==> config.mk <==
export PLATFORM = sky130hd
export DESIGN_NAME = os_tick_timer
export DESIGN_NICKNAME = d
export VERILOG_FILES = /design/src/rtl/ostt_pkg.sv /design/src/rtl/ostt_stamp.sv /design/src/rtl/ostt_tick.sv /design/src/rtl/os_tick_timer.sv
export SDC_FILE = /design/constraint.sdc
export NUM_CORES = 1
export LEC_CHECK = 0
export CORE_UTILIZATION = 50
export CTS_CLUSTER_SIZE = 14
export DETAILED_ROUTE_END_ITERATION = 8
export DONT_BUFFER_PORTS = 1
export PLACE_DENSITY = 0.65
export SYNTH_ARGS = -nofsm -noshare
export SYNTH_HDL_FRONTEND = slang
export SYNTH_HIERARCHICAL = 1
export SYNTH_SLANG_ARGS = --single-unit
==> constraint.sdc <==
create_clock -name clk -period 2.8 [get_ports clk]
set_input_delay 0.56 -clock clk [delete_from_list [all_inputs] [get_ports clk]]
set_output_delay 0.56 -clock clk [all_outputs]
set_load 0.01 [all_outputs]
==> src/rtl/ostt_pkg.sv <==
package ostt_pkg;
  typedef enum logic [1:0] {
    SEL_STAMP  = 2'd0,
    SEL_CTRL   = 2'd1,
    SEL_STATUS = 2'd2,
    SEL_COUNT  = 2'd3
  } ostt_sel_e;

  localparam int CTRL_BITS = 2;
  localparam int EN_BIT    = 0;
  localparam int ONE_BIT   = 1;
endpackage

==> src/rtl/ostt_stamp.sv <==
module ostt_stamp #(
  parameter int W = 32
) (
  input  logic         clk,
  input  logic         rst_n,
  input  logic         load,
  input  logic [W-1:0] load_val,
  output logic [W-1:0] stamp
);
  always_ff @(posedge clk or negedge rst_n) begin
    if (!rst_n)    stamp <= '0;
    else if (load) stamp <= load_val;
    else           stamp <= stamp + 1'b1;
  end

  p_stamp_incr_r2: assert property (@(posedge clk) disable iff (!rst_n)
    !load |=> stamp == $past(stamp) + 1'b1);
  p_stamp_load_r3: assert property (@(posedge clk) disable iff (!rst_n)
    load |=> stamp == $past(load_val));
endmodule

==> src/rtl/ostt_tick.sv <==
module ostt_tick
  import ostt_pkg::*;
#(
  parameter int W = 32
) (
  input  logic         clk,
  input  logic         rst_n,
  input  logic         ctrl_wr,
  input  logic [W-1:0] ctrl_wdata,
  input  logic         ack_wr,
  input  logic         ack_bit,
  output logic [W-1:0] ctrl_q,
  output logic [W-1:0] count_q,
  output logic         pend_q
);
  localparam logic [W-1:0] CTRL_MASK = W'((1 << CTRL_BITS) - 1);

  logic [W-1:0] reload_val;
  logic         expire;

  assign reload_val = ctrl_q & ~CTRL_MASK;
  assign expire     = ctrl_q[EN_BIT] && (count_q == '0);

  always_ff @(posedge clk or negedge rst_n) begin
    if (!rst_n) begin
      ctrl_q  <= '0;
      count_q <= '0;
    end else if (ctrl_wr) begin
      ctrl_q  <= ctrl_wdata;
      count_q <= ctrl_wdata & ~CTRL_MASK;
    end else if (expire) begin
      if (ctrl_q[ONE_BIT]) ctrl_q[EN_BIT] <= 1'b0;
      else                 count_q <= reload_val;
    end else if (ctrl_q[EN_BIT]) begin
      count_q <= count_q - 1'b1;
    end
  end

  always_ff @(posedge clk or negedge rst_n) begin
    if (!rst_n)                  pend_q <= 1'b0;
    else if (expire)             pend_q <= 1'b1;
    else if (ack_wr && ack_bit)  pend_q <= 1'b0;
  end

  p_hold_off_r5: assert property (@(posedge clk) disable iff (!rst_n)
    (!ctrl_q[EN_BIT] && !ctrl_wr) |=> $stable(count_q));
  p_reload_r6: assert property (@(posedge clk) disable iff (!rst_n)
    (expire && !ctrl_wr && !ctrl_q[ONE_BIT]) |=> count_q == $past(reload_val));
  p_pend_set_r6: assert property (@(posedge clk) disable iff (!rst_n)
    expire |=> pend_q);
  p_oneshot_stop_r7: assert property (@(posedge clk) disable iff (!rst_n)
    (expire && !ctrl_wr && ctrl_q[ONE_BIT]) |=> (!ctrl_q[EN_BIT] && count_q == '0));
  p_ack_clear_r8: assert property (@(posedge clk) disable iff (!rst_n)
    (ack_wr && ack_bit && !expire) |=> !pend_q);
endmodule

==> src/rtl/os_tick_timer.sv <==
module os_tick_timer
  import ostt_pkg::*;
#(
  parameter int DATA_W = 32
) (
  input  logic              clk,
  input  logic              rst_n,
  input  logic              reg_wr,
  input  logic [1:0]        reg_sel,
  input  logic [DATA_W-1:0] reg_wdata,
  output logic [DATA_W-1:0] reg_rdata,
  output logic              tick_irq
);
  ostt_sel_e         sel;
  logic [DATA_W-1:0] stamp;
  logic [DATA_W-1:0] ctrl;
  logic [DATA_W-1:0] count;
  logic              pend;

  assign sel = ostt_sel_e'(reg_sel);

  ostt_stamp #(.W(DATA_W)) u_stamp (
    .clk      (clk),
    .rst_n    (rst_n),
    .load     (reg_wr && sel == SEL_STAMP),
    .load_val (reg_wdata),
    .stamp    (stamp)
  );

  ostt_tick #(.W(DATA_W)) u_tick (
    .clk        (clk),
    .rst_n      (rst_n),
    .ctrl_wr    (reg_wr && sel == SEL_CTRL),
    .ctrl_wdata (reg_wdata),
    .ack_wr     (reg_wr && sel == SEL_STATUS),
    .ack_bit    (reg_wdata[0]),
    .ctrl_q     (ctrl),
    .count_q    (count),
    .pend_q     (pend)
  );

  always_comb begin
    unique case (sel)
      SEL_STAMP:  reg_rdata = stamp;
      SEL_CTRL:   reg_rdata = ctrl;
      SEL_STATUS: reg_rdata = {{(DATA_W-1){1'b0}}, pend};
      default:    reg_rdata = count;
    endcase
  end

  assign tick_irq = pend;

  p_irq_rise_r9: assert property (@(posedge clk) disable iff (!rst_n)
    $rose(tick_irq) |-> $past(ctrl[EN_BIT]) && $past(count) == '0);
endmodule

# == After elaboration in Yosys (flattened, before gate mapping) ==
# Index checks and enable logic that the tools add are counted.
# op_classes
n_reduce_logical,13
n_mux,11
n_eq_ne,3
n_addsub,2
# ops
cell,count
two-way mux 32 bit,5
one-hot mux 32 bit (3 select lines),1
adder 32 x 1 -> 32 bit (second input constant),1
zero test 32 bit,1
subtractor 32 x 1 -> 32 bit (second input constant),1
nonzero test 2 bit,3
logical AND 1 bit,5
two-way mux 1 bit,5
AND reduction 2 bit,2
!= test 3 x 2 -> 1 bit (second input constant),1
nonzero test 3 bit,1
== test 2 x 1 -> 1 bit (second input constant),1
== test 2 bit (second input constant),1
zero test 2 bit,1
# totals
output_inout_bits,33
register_bits,97
word_cells,34
input_bits,37

# == Depth between registers and ports, before layout ==
# depth
word_depth,5
ltp_mapped,10
depth_no_buf,8

# == By module ==
# The synthesis kept the hierarchy.
# modules_own_cells
module,area_per_inst_um2,seq_area_each_um2,cells_per_inst,instances
ostt_tick,3751.1,1626.6,399,1
ostt_stamp,1793.0,800.8,205,1
os_tick_timer,960.9,0.0,79,1

# == Worst setup path after synthesis ==
# OpenSTA, ideal clock, no wires.
# synth_path
kind,register to register
startpoint,register u_tick.count_q[1]
endpoint,register u_tick.count_q[17]
required_time_ns,2.674
path_stages_with_launch,10
synth_period_minus_slack_ns,2.361
path_buffers,2
arrival_time_ns,2.235
setup_ns,0.126
path_slack_ns,0.439
cell_sequence,dfrtp_1 > inv_1 > ha_1 > nor4b_2 > nand4_1 > buf_2 > nor3_4 > buf_4 > o31ai_1 > a221o_1
# synth_via
elab_chain_cells,4
elab_cells_between_ends,9
classes_between,add/sub (1); eq/ne (1); mux (3); reduce/logical (4)
# synth_rtl
element,line,text
start: declaration,ostt_tick.sv:13,"output logic [W-1:0] count_q,"
start signal: assignment,ostt_tick.sv:30,count_q <= ctrl_wdata & ~CTRL_MASK;
start signal: assignment,ostt_tick.sv:33,else count_q <= reload_val;
start signal: assignment,ostt_tick.sv:35,count_q <= count_q - 1'b1;
subtractor 32 x 1 -> 32 bit / zero test 32 bit (equally long branches),"ostt_tick.sv:35, ostt_tick.sv:22",
two-way mux 32 bit / logical AND 1 bit (equally long branches),"ostt_tick.sv:34, ostt_tick.sv:22",
"two-way mux 32 bit, or another cell as far along",ostt_tick.sv:31,end else if (expire) begin
two-way mux 32 bit / AND reduction 2 bit (equally long branches),--,
# Several ways; a longest one is shown, not always the timed one. The select of a mux whose other input is x is not followed.
# A chain may end at the register's enable or synchronous reset.

# == Worst setup path in the final report ==
# layout_path
startpoint,register u_tick.count_q[1]
endpoint,register u_tick.count_q[11]
# Same word-level chain as after synthesis.

==> impl_metrics.xml <==
<?xml version="1.0" encoding="UTF-8"?>
<metrics>
  <group name="outcome">
    <metric name="result_of_the_run" unit="">finished with violations</metric>
    <metric name="violations" unit="">hold timing</metric>
  </group>
  <group name="power_and_ir_drop">
    <metric name="p_seq_share" unit="%">47.6</metric>
    <metric name="pwr_density_cell" unit="nW/um2">707</metric>
    <metric name="peakVddDrop" unit="uV">424</metric>
    <metric name="total_leakage_power" unit="uW">0.00263</metric>
    <metric name="switching_power" unit="uW">1880</metric>
    <metric name="sw_share" unit="%">38.6</metric>
    <metric name="pwr-share-comb" unit="%">29.1</metric>
    <metric name="power_report.internal_total" unit="uW">2990</metric>
    <metric name="power.share.clock" unit="%">23.3</metric>
  </group>
  <group name="routing">
    <metric name="drt-total-wl" unit="um">19500</metric>
    <metric name="route.detailed.wl_per_inst" unit="um">23.0</metric>
    <metric name="drt-met1-wl" unit="um">8800</metric>
    <metric name="drc" unit="">0</metric>
    <metric name="wl_met3" unit="um">1360</metric>
    <metric name="final_antenna_net_count" unit="">0</metric>
    <metric name="via_per_inst" unit="">6.68</metric>
    <metric name="route.vias.total" unit="">5673</metric>
    <metric name="top_layer" unit="">met4</metric>
    <metric name="firstDrtPassIters" unit="">5</metric>
    <metric name="dr_wl_met2" unit="um">8900</metric>
    <metric name="drt_first_iter_violations" unit="">496</metric>
  </group>
  <group name="sta">
    <metric name="finalCriticalPeriod" unit="ns">2.63</metric>
    <metric name="finalHoldViolCount" unit="">97</metric>
    <metric name="timing_max_transition_violations_final" unit="">0</metric>
    <metric name="setup_viol" unit="">0</metric>
    <metric name="slew_headroom" unit="%">41.1</metric>
    <metric name="hold_ws" unit="ns">-0.109</metric>
    <metric name="tns" unit="ns">0</metric>
    <metric name="grt_setup_unrepaired" unit="">false</metric>
    <metric name="worst_slew_pin_slew" unit="ns">0.882</metric>
    <metric name="final_min_period_over_clock_period" unit="%">93.9</metric>
    <metric name="finalClockSkew" unit="ns">0.00731</metric>
    <metric name="fmax" unit="MHz">381</metric>
  </group>
  <group name="place">
    <metric name="placed_area" unit="um2">6640</metric>
    <metric name="routabilityCongestion" unit="">0.894</metric>
    <metric name="port_buffers" unit="">0</metric>
    <metric name="detailed_place_hpwl" unit="um">13500</metric>
  </group>
  <group name="cts">
    <metric name="ctsLongestPathBuffers" unit="">2</metric>
    <metric name="clkTransAtPathRegs" unit="ns">0.07</metric>
    <metric name="cts.sink_count" unit="">97</metric>
    <metric name="cts_htree_levels" unit="">3</metric>
    <metric name="post-cts-setup-buffer-count" unit="">0</metric>
    <metric name="cts_tree" unit="">yes</metric>
    <metric name="number_of_gates_resized_after_cts" unit="">0</metric>
    <metric name="cts_made_buffers" unit="">9</metric>
    <metric name="cts_root_buffer" unit="">clkbuf_16</metric>
    <metric name="clk_latency" unit="ns">0.36</metric>
  </group>
  <group name="synthesis">
    <metric name="ys_warn_count" unit="">6</metric>
    <metric name="netlist_area_before_placement" unit="um2">6500</metric>
    <metric name="post_synth_main_area_contributors" unit="">dfrtp_1, o2bb2ai_2, o21ai_0, mux2i_1, nand2_1</metric>
    <metric name="proportion_of_register_bits_with_asynchronous_set_or_reset_after_synthesis" unit="%">100</metric>
    <metric name="synth_cell_types" unit="">74</metric>
    <metric name="synth_area_per_inst" unit="um2">9.52</metric>
    <metric name="yosysSeqAreaShare" unit="%">37.3</metric>
    <metric name="synth_top_area_share" unit="%">37.3</metric>
    <metric name="syn-instance-count" unit="">683</metric>
    <metric name="synth_top_family_by_area" unit="">compound AO/OA/AOI/OAI gates</metric>
    <metric name="synth_xor_area_share" unit="%">2.56</metric>
    <metric name="post_synth_fa_ha_maj_area_fraction" unit="%">0.385</metric>
    <metric name="synth_top_area_cell" unit="">dfrtp_1</metric>
    <metric name="postSynth.topFlopCell" unit="">dfrtp_1</metric>
    <metric name="number_of_synthesized_register_bits" unit="">97</metric>
    <metric name="synth_mux_area_share" unit="%">8.56</metric>
    <metric name="post_synth_most_frequent_cells" unit="">dfrtp_1, o21ai_0, nand2_1</metric>
    <metric name="yosysMostFrequentCell" unit="">dfrtp_1</metric>
    <metric name="synth_enable_flop_cells" unit="">0</metric>
    <metric name="syn_nets" unit="">722</metric>
    <metric name="synth_compound_area_share" unit="%">23.8</metric>
    <metric name="yosys.area_share.simple" unit="%">20.8</metric>
  </group>
  <group name="grt">
    <metric name="first_pass_grt_wire_length" unit="um">30300</metric>
    <metric name="largest_net_degree_at_the_start_of_global_routing" unit="">98</metric>
    <metric name="grt.total_usage" unit="%">30.0</metric>
    <metric name="global_route.overflow_total" unit="">0</metric>
    <metric name="antenna_found_initial" unit="">0</metric>
    <metric name="first_global_vias" unit="">5382</metric>
  </group>
  <group name="setup_path">
    <metric name="worstPathArrival" unit="ns">2.87</metric>
    <metric name="r2r-start" unit="">u_tick/count_q[1]</metric>
    <metric name="worst_ep_required_time" unit="ns">3.04</metric>
    <metric name="timing.reg2reg.worst_path_depth" unit="">9</metric>
    <metric name="crit_path_max_fanout" unit="">7</metric>
    <metric name="crit_type" unit="">reg2reg</metric>
    <metric name="regToRegSetupSlack" unit="ns">0.17</metric>
    <metric name="timing.critical_path.from_type" unit="">register</metric>
    <metric name="rr_endpoint" unit="">u_tick/count_q[11]</metric>
    <metric name="critPathCaptureType" unit="">register</metric>
  </group>
  <group name="layout">
    <metric name="design_area" unit="um2">6890</metric>
    <metric name="antennaDiodeCount" unit="">0</metric>
    <metric name="final.fill_count" unit="">1199</metric>
    <metric name="finalNetCount" unit="">713</metric>
    <metric name="multi_input_area" unit="um2">3650</metric>
    <metric name="ff_latch_area" unit="um2">2430</metric>
    <metric name="post_route_cells_drive_above_1_share" unit="%">17.6</metric>
    <metric name="synthToLayoutAreaGrowth" unit="%">5.87</metric>
  </group>
  <group name="die">
    <metric name="num_rows" unit="">41</metric>
    <metric name="dieWidth" unit="um">116</metric>
    <metric name="top_level_ports" unit="">70</metric>
    <metric name="core_region_area" unit="um2">12700</metric>
    <metric name="floorplan.die.height" unit="um">116</metric>
    <metric name="start_util" unit="%">51.3</metric>
    <metric name="die_area" unit="um2">13500</metric>
  </group>
  <group name="hold_path">
    <metric name="timing.hold.worst.class" unit="">in2async</metric>
  </group>
  <group name="job">
    <metric name="drv_cap" unit="">0</metric>
  </group>
</metrics>
[power groups by stage]
| stage | registers [uW] | clock network (uW) | logic (uW) |
|---|---|---|---|
| final | 2320 | 1130 | 1410 |
| after global routing | 2390 | 1200 | 1550 |
| after CTS | 2310 | 1150 | 1400 |
| after detailed placement | 2330 | 0 | 1390 |
| after global placement | 2300 | 0 | 1370 |
| after floorplan | 2150 | 0 | 1160 |
[logic make-up after synthesis]
logic type,after synthesis
buffers and inverters,80
muxes,52
AOI/OAI and AO/OA,198
xor gates and xnor gates,19
DFF,97
and+or+nand+nor,235
adders and majority gates,2
[through the flow]
stage	hold WS (ns)	util (%)	power [uW]	std cells	setup slack, ns
after CTS	-0.115	54.3	4860	849	0.236
after global routing	-0.118	54.3	5140	849	0.00331
after detailed placement	0.268	52.4	3720	835	0.259
after global placement	0.268	52.4	3670	835	0.248
after floorplan	0.264	-	3300	683	0.439
final	-0.109	54.3	4870	849	0.172
[cells in the final DEF (no fill, tap or decap), drive strengths merged, types with 13 or more instances in the layout]
cell	n
nor4	23
o2bb2ai	31
nand2	61
mux2	19
buf	32
clkbuf	13
nand4	13
a31oi	18
o31ai	16
xnor2	14
inv	28
a21oi	16
nor3	23
nand3	21
or4	21
o21ai	67
dfrtp	97
nor2	43
mux2i	32
[worst max-delay path by stage]
| stage | startpoint | end | slack, ns | depth (start not counted) |
|---|---|---|---|---|
| global route | u_tick/count_q[5] | u_tick/count_q[31] | 0.003 | 8 |
| detailed placement | u_tick/count_q[0] | u_tick/count_q[11] | 0.26 | 9 |
| CTS | u_tick/count_q[0] | u_tick/count_q[11] | 0.24 | 9 |
| floorplan | u_tick/count_q[1] | u_tick/count_q[17] | 0.44 | 9 |
| global placement | u_tick/count_q[20] | u_tick/count_q[18] | 0.25 | 8 |
| finish | u_tick/count_q[1] | u_tick/count_q[11] | 0.17 | 9 |
[state kept, by name, indices dropped and copies added (netlist names)]
register and cells:
u_tick/pend_q 1, u_stamp/stamp 32, u_tick/ctrl_q 32, u_tick/count_q 32
[layout make-up]
| class | count | area share [%] |
|---|---|---|
| Multi-Input combinational cell | 506 | 53.1 |
| Clock buffer | 13 | 3.49 |
| Tap cell | 172 | 3.12 |
| Timing Repair Buffer | 32 | 3.49 |
| Sequential cell | 97 | 35.2 |
| Inverter | 28 | 1.53 |
| Clock inverter | 1 | 0.0727 |
[routing by layer]
metal,vias up,track usage [%]
li1,2560,-
met3,34,5.75
met5,-,0
met1,2856,42.4
met4,0,11.5
met2,223,45.5
[critical path: stages, from the launching register on]
cell     delay (ns)
dfrtp_1        0.43
inv_1          0.10
ha_1           0.22
or4b_1         0.58
nor4_4         0.26
buf_4          0.21
a31oi_1        0.23
a32oi_1        0.28
a21o_1         0.15
nand2_1        0.06
No activity file was read; power rests on OpenSTA's default activity.
